[config.mk]
export PLATFORM = sky130hd
export DESIGN_NAME = pburst_sram
export DESIGN_NICKNAME = d
export VERILOG_FILES = /design/src/rtl/pburst_pkg.sv /design/src/rtl/pburst_decode.sv /design/src/rtl/pburst_seq.sv /design/src/rtl/pburst_array.sv /design/src/rtl/pburst_sram.sv
export SDC_FILE = /design/constraint.sdc
export NUM_CORES = 2
export LEC_CHECK = 0
export ABC_AREA = 1
export BUFFER_PORTS_ARGS = -buffer_cell sky130_fd_sc_hd__buf_2
export CAP_MARGIN = 20
export CORE_ASPECT_RATIO = 1.75
export CORE_MARGIN = 5
export CORE_UTILIZATION = 35
export DETAILED_ROUTE_END_ITERATION = 6
export HOLD_SLACK_MARGIN = 0.1
export PLACE_DENSITY = 0.59
export SLEW_MARGIN = 20
export SYNTH_ARGS = -nofsm -noshare
export SYNTH_HDL_FRONTEND = slang
export SYNTH_HIERARCHICAL = 1
export SYNTH_SLANG_ARGS = --single-unit
[constraint.sdc]
create_clock -name clk -period 4.1 [get_ports clk]
set_input_delay 0.615 -clock clk [delete_from_list [all_inputs] [get_ports clk]]
set_output_delay 0.615 -clock clk [all_outputs]
set_load 0.03 [all_outputs]
[src/rtl/pburst_pkg.sv]
`timescale 1ns/1ps
package pburst_pkg;

    // Kind of access decoded at a rising edge
    typedef enum logic [2:0] {
        CYC_IDLE    = 3'd0,
        CYC_DESEL   = 3'd1,
        CYC_BEGIN_H = 3'd2,
        CYC_BEGIN_C = 3'd3,
        CYC_CONT    = 3'd4,
        CYC_SUSP    = 3'd5
    } cyc_e;

endpackage

[src/rtl/pburst_decode.sv]
`timescale 1ns/1ps
module pburst_decode
    import pburst_pkg::*;
(
    input  logic blocked_i,
    input  logic active_i,
    input  logic host_n_i,
    input  logic ctl_n_i,
    input  logic adv_n_i,
    input  logic en0_n_i,
    input  logic en1_i,
    input  logic en2_n_i,
    output cyc_e cyc_o
);

    logic host_take;
    logic ctl_take;
    logic selected;

    always_comb begin
        // host strobe only counts while the first enable is active
        host_take = !host_n_i && !en0_n_i;
        ctl_take  = !ctl_n_i && !host_take;
        selected  = !en0_n_i && en1_i && !en2_n_i;
        cyc_o     = CYC_IDLE;
        if (blocked_i) begin
            cyc_o = CYC_IDLE;
        end else if (host_take || ctl_take) begin
            if (!selected)      cyc_o = CYC_DESEL;
            else if (host_take) cyc_o = CYC_BEGIN_H;
            else                cyc_o = CYC_BEGIN_C;
        end else if (active_i) begin
            cyc_o = adv_n_i ? CYC_SUSP : CYC_CONT;
        end
    end

endmodule

[src/rtl/pburst_seq.sv]
`timescale 1ns/1ps
module pburst_seq #(
    parameter int BURST_W = 2
) (
    input  logic [BURST_W-1:0] base_i,
    input  logic [BURST_W-1:0] step_i,
    input  logic               interleave_i,
    output logic [BURST_W-1:0] idx_o
);

    logic [BURST_W-1:0] lin_idx;
    logic [BURST_W-1:0] xor_idx;

    always_comb begin
        lin_idx = base_i + step_i;
        xor_idx = base_i ^ step_i;
        idx_o   = interleave_i ? xor_idx : lin_idx;
    end

endmodule

[src/rtl/pburst_array.sv]
`timescale 1ns/1ps
module pburst_array #(
    parameter int ADDR_W = 6,
    parameter int LANES  = 4,
    parameter int LANE_W = 8
) (
    input  logic                    clk,
    input  logic [LANES-1:0]        we_i,
    input  logic [ADDR_W-1:0]       waddr_i,
    input  logic [LANES*LANE_W-1:0] wdata_i,
    input  logic [ADDR_W-1:0]       raddr_i,
    output logic [LANES*LANE_W-1:0] rdata_o
);

    localparam int DEPTH = 1 << ADDR_W;

    for (genvar g = 0; g < LANES; g++) begin : g_lane
        logic [LANE_W-1:0] lane_mem [DEPTH];

        always_ff @(posedge clk) begin
            if (we_i[g]) begin
                lane_mem[waddr_i] <= wdata_i[g*LANE_W +: LANE_W];
            end
        end

        assign rdata_o[g*LANE_W +: LANE_W] = lane_mem[raddr_i];
    end

endmodule

[src/rtl/pburst_sram.sv]
`timescale 1ns/1ps
module pburst_sram
    import pburst_pkg::*;
#(
    parameter int ADDR_W   = 6,
    parameter int LANES    = 4,
    parameter int LANE_W   = 8,
    parameter int BURST_W  = 2,
    parameter int RECOV_CYC = 4
) (
    input  logic                    clk,
    input  logic                    rst_n,
    input  logic                    sleep_i,
    input  logic                    mode_il_i,
    input  logic                    en0_n_i,
    input  logic                    en1_i,
    input  logic                    en2_n_i,
    input  logic                    strb_host_n_i,
    input  logic                    strb_ctl_n_i,
    input  logic                    adv_n_i,
    input  logic                    wr_all_n_i,
    input  logic                    wr_byte_n_i,
    input  logic [LANES-1:0]        lane_n_i,
    input  logic                    oe_n_i,
    input  logic [ADDR_W-1:0]       addr_i,
    input  logic [LANES*LANE_W-1:0] din_i,
    output logic [LANES*LANE_W-1:0] dout_o,
    output logic                    dout_en_o
);

    localparam int DW = LANES * LANE_W;
    localparam int RW = $clog2(RECOV_CYC + 1);

    typedef struct packed {
        logic               active;
        logic [ADDR_W-1:0]  base;
        logic [BURST_W-1:0] cnt;
        logic               rd_pend;
        logic [ADDR_W-1:0]  rd_addr;
        logic [DW-1:0]      dout;
        logic               dvld;
        logic [RW-1:0]      rec;
    } state_t;

    state_t state_d;
    state_t state_q;

    cyc_e               cyc_w;
    logic               accept_w;
    logic               begin_w;
    logic               burst_w;
    logic [BURST_W-1:0] step_w;
    logic [BURST_W-1:0] idx_w;
    logic [ADDR_W-1:0]  cyc_addr_w;
    logic [LANES-1:0]   wmask_w;
    logic [LANES-1:0]   we_w;
    logic               wr_en_w;
    logic               rd_en_w;
    logic [DW-1:0]      rdata_w;

    assign accept_w = !sleep_i && (state_q.rec == '0);

    pburst_decode u_decode (
        .blocked_i (!accept_w),
        .active_i  (state_q.active),
        .host_n_i  (strb_host_n_i),
        .ctl_n_i   (strb_ctl_n_i),
        .adv_n_i   (adv_n_i),
        .en0_n_i   (en0_n_i),
        .en1_i     (en1_i),
        .en2_n_i   (en2_n_i),
        .cyc_o     (cyc_w)
    );

    assign step_w = (cyc_w == CYC_CONT) ? state_q.cnt + 1'b1 : state_q.cnt;

    pburst_seq #(.BURST_W(BURST_W)) u_seq (
        .base_i       (state_q.base[BURST_W-1:0]),
        .step_i       (step_w),
        .interleave_i (mode_il_i),
        .idx_o        (idx_w)
    );

    pburst_array #(.ADDR_W(ADDR_W), .LANES(LANES), .LANE_W(LANE_W)) u_array (
        .clk     (clk),
        .we_i    (we_w),
        .waddr_i (cyc_addr_w),
        .wdata_i (din_i),
        .raddr_i (state_q.rd_addr),
        .rdata_o (rdata_w)
    );

    // access decode: address, direction, byte mask
    always_comb begin
        begin_w = (cyc_w == CYC_BEGIN_H) || (cyc_w == CYC_BEGIN_C);
        burst_w = (cyc_w == CYC_BEGIN_C) || (cyc_w == CYC_CONT) || (cyc_w == CYC_SUSP);
        if (begin_w) cyc_addr_w = addr_i;
        else         cyc_addr_w = {state_q.base[ADDR_W-1:BURST_W], idx_w};
        if (!wr_all_n_i)       wmask_w = '1;
        else if (!wr_byte_n_i) wmask_w = ~lane_n_i;
        else                   wmask_w = '0;
        wr_en_w = burst_w && (wmask_w != '0);
        rd_en_w = (cyc_w == CYC_BEGIN_H) || (burst_w && (wmask_w == '0));
        we_w    = wr_en_w ? wmask_w : '0;
    end

    // next-state
    always_comb begin
        state_d = state_q;

        // read pipeline: address stage then output register
        state_d.rd_pend = rd_en_w;
        if (rd_en_w) state_d.rd_addr = cyc_addr_w;
        state_d.dvld = state_q.rd_pend && accept_w;
        if (state_q.rd_pend) state_d.dout = rdata_w;

        // sleep recovery window
        if (sleep_i)                  state_d.rec = RW'(RECOV_CYC);
        else if (state_q.rec != '0)   state_d.rec = state_q.rec - 1'b1;

        // burst tracking
        case (cyc_w)
            CYC_BEGIN_H, CYC_BEGIN_C: begin
                state_d.active = 1'b1;
                state_d.base   = addr_i;
                state_d.cnt    = '0;
            end
            CYC_CONT:  state_d.cnt    = state_q.cnt + 1'b1;
            CYC_DESEL: state_d.active = 1'b0;
            CYC_SUSP:  state_d.cnt    = state_q.cnt;
            default: begin
                if (!accept_w) state_d.active = 1'b0;
            end
        endcase
    end

    always_ff @(posedge clk or negedge rst_n) begin
        if (!rst_n) state_q <= '0;
        else        state_q <= state_d;
    end

    assign dout_o    = state_q.dout;
    assign dout_en_o = state_q.dvld && !oe_n_i && !sleep_i;

endmodule

==> results.toml <==
[drt]
dr.pass1.iters = 6
drc = 0
antenna_left = 0
routed_wl_um = 262000
vias = 57800
avgRoutedWirePerCell_um = 23.7
via_per_inst = 5.23
drt_iter0_drc = 5993

[placed_design]
place.detailed.hpwl_um = 169000
io_buffers = 87
gp_congestion = 0.904
dpl_cell_area_sq_mm = 0.0923
post-place-cells = 10700

[global_routing]
grt_pass1_vias = 57200
grt_pass1_wl_um = 378000
grt_overflow_total = 0
antenna_found_initial = 10
grt_max_degree = 208
track_usage = 0.199

[power]
combPwrFrac = 0.279
peakVddDrop_v = 0.000635
clkPwrFrac = 0.303
power_frac_seq = 0.419
power.switching_w = 0.0194
power_density_mw_per_mm2 = 581
leakagePower_nw = 34.9
internal-power_w = 0.0376
p_sw_frac = 0.341
totalPowerFinal_w = 0.0570

[worst_setup_path]
crit_path_start_kind = "register"
cp-end-kind = "register"
crit_type = "register to register"
worstPathRequired_ns = 4.62
arrival_ns = 4.34
critPathMaxFanout = 10
reg2reg_depth = 16

[hold_path]
hold_path_class = "input pin to register"
min_path_cells = 1

[synth]
ys_ff_latch = 2100
ys_seq_area_frac = 0.733
netlist_instances = 7343
synth_compound_area_frac = 0.000643
synthSimpleGateAreaFrac = 0.234
synth_xor_area_frac = 0
syn_avg_cell_area_sq_um = 11.7
synth.area.top_cells = "edfxtp_1 (72%), nand3_1 (11%), nand2_1 (11%)"
synth_top_family_by_area = "simple AND/OR/NAND/NOR gates"
synthesis.area_sq_mm = 0.0857
synth_top_area_cell = "edfxtp_1"
yosys_warnings = 6
synth.mux.area_fraction = 0
synth_top_area_frac = 0.718
synth_fp_nets = 7402
synthAdderAreaFrac = 0.000584
synthDistinctLibCells = 26

[finish]
fin_util = 0.403
final_common_cell = "nand2_1"
drive_above_1_share = 0.118
fin_area_sq_mm = 0.0982
syn2layout_area_growth_pct = 14.6
nFillCells = 23100
fin_nets = 7701
final_cell_mix = "nand2_1 (2469), edfxtp_1 (2048), nand3_1 (1907), buf_4 (494), nor2_1 (267)"
fin_cells = 11100

[timing]
fin_crit_sh = 0.932
fmax_mhz = 262
drv_slew = 0
fin_setup_tns_ns = 0
slew_headroom = 0.262
rsz0062_at_grt = "false"
period_minus_slack_ns = 3.82
hold_viol = 0
finalClockSkew_ns = 0.0666
worst_slew_pin_slew_ns = 1.11
setup_violations = 0

[cts]
cts_buffers = 181
htree_levels = 4
tritoncts = "yes"
ctsLongestPathBuffers = 4
clock_latency_ns = 0.86
cts.clk_slew.worst_paths_ns = 0.07
clkSinkCount = 2100
cts_root_buf = "clkbuf_16"

[floorplanning]
dieArea_sq_mm = 0.255
die_y_um = 665
die_w_um = 384
pin_count = 88
core_sq_mm = 0.244
start_util = 0.351
rows = 240

[flow_run]
maxCapViolCount = 0

[status]
status = "finished clean"
power by group through the flow:
| stage | combinational, W | sequential (W) | clock, W |
|---|---|---|---|
| floorplan | 0.0104 | 0.0242 | 0 |
| global placement | 0.0156 | 0.0243 | 0 |
| detailed placement | 0.0157 | 0.0244 | 0 |
| CTS | 0.0158 | 0.0239 | 0.0176 |
| global route | 0.0173 | 0.0239 | 0.0183 |
| finish | 0.0159 | 0.0239 | 0.0173 |
worst paths after layout:
check	from	to	slack, ns
setup / recovery	state_q[0]$_DFFE_PN0P_	u_array/g_lane[2].lane_mem[15][3]$_DFFE_PP_	0.28
min in group asynchronous	rst_n	state_q[40]$_DFFE_PN0P_	0.44
hold / removal	din_i[16]	u_array/g_lane[2].lane_mem[25][0]$_DFFE_PP_	0.17
hold reg to reg	dout_o[29]$_DFFE_PN0P_	dout_o[29]$_DFFE_PN0P_	0.47
max in group asynchronous	rst_n	state_q[37]$_DFFE_PN0P_	3.15
setup reg to reg	state_q[0]$_DFFE_PN0P_	u_array/g_lane[2].lane_mem[15][3]$_DFFE_PP_	0.28
cell usage after synthesis (all sizes together):
cell and instances:
clkbuf 109, or2 1, nand3 1910, nand2 2478, dfrtp 52, nor2 277, inv 37, o211ai 2
nor3 16, o21ai 6, nor3b 1, buf 400, a21oi 2, ha 4, edfxtp 2048
layer usage:
metal  vias to the layer above  GRT usage  part of all wire
li1                      26300          -                 -
met2                      2430      0.343              0.49
met3                       571     0.0201             0.061
met5                         -          0           0.00016
met4                         6      0.133             0.081
met1                     28500      0.237              0.37
sequential cells by signal, summed over array words and instances, names as in the netlist:
signal and cells:
u_array/g_lane.lane_mem 2048, dout_o 32, state_q 20
metrics by stage:
stage	setup WS (ns)	hold slack, ns
3_5_place_dp	-0.173	0.455
5_1_grt	0.0273	0.152
3_3_place_gp	-0.469	0.455
6_report	0.279	0.174
4_1_cts	0.00651	0.117
2_1_floorplan	0.315	0.319
layout make-up:
type | count | area [sq um] | area share
repair buffers | 625 | 5110 | 0.0520
inverters | 37 | 173 | 0.00176
clock buffers | 217 | 4750 | 0.0484
diodes | 4 | 10.0 | 0.000102
multi-input cells | 4697 | 20200 | 0.206
flip-flops and latches | 2100 | 62800 | 0.640
clock inverters | 103 | 1070 | 0.0109
well taps | 3267 | 4090 | 0.0416
logic make-up (layout without fill, tap and decap cells):
kind of cell               after synthesis  count (layout)
and+or+nand+nor                       4683            4683
DFF                                   2100            2100
buffers and inverters                  546             982
AOI/OAI and AO/OA                       10              10
adders and majority gates                4               4
other                                    0               4
critical path, stage by stage (launching register included):
cell	delay, ns
dfrtp_1	0.36
inv_1	0.11
ha_1	0.20
nand3_2	0.14
nor2_2	0.15
inv_1	0.07
buf_4	0.15
nor2_4	0.18
inv_2	0.13
nand2_1	0.08
nand2_1	0.19
nor3_1	0.79
buf_4	0.27
nand2_1	0.08
buf_4	0.17
nor2_1	0.23
buf_4	0.24
repair_timing:
action                                  in CTS  in global routing
endpoints found under the setup margin       0               1658
hold buffers                                 3                  0
resized for setup                            0                 12
buffers inserted                             0                  1
hold endpoints to repair                    54                  0
Note: power is estimated with default switching activity, not from simulation.
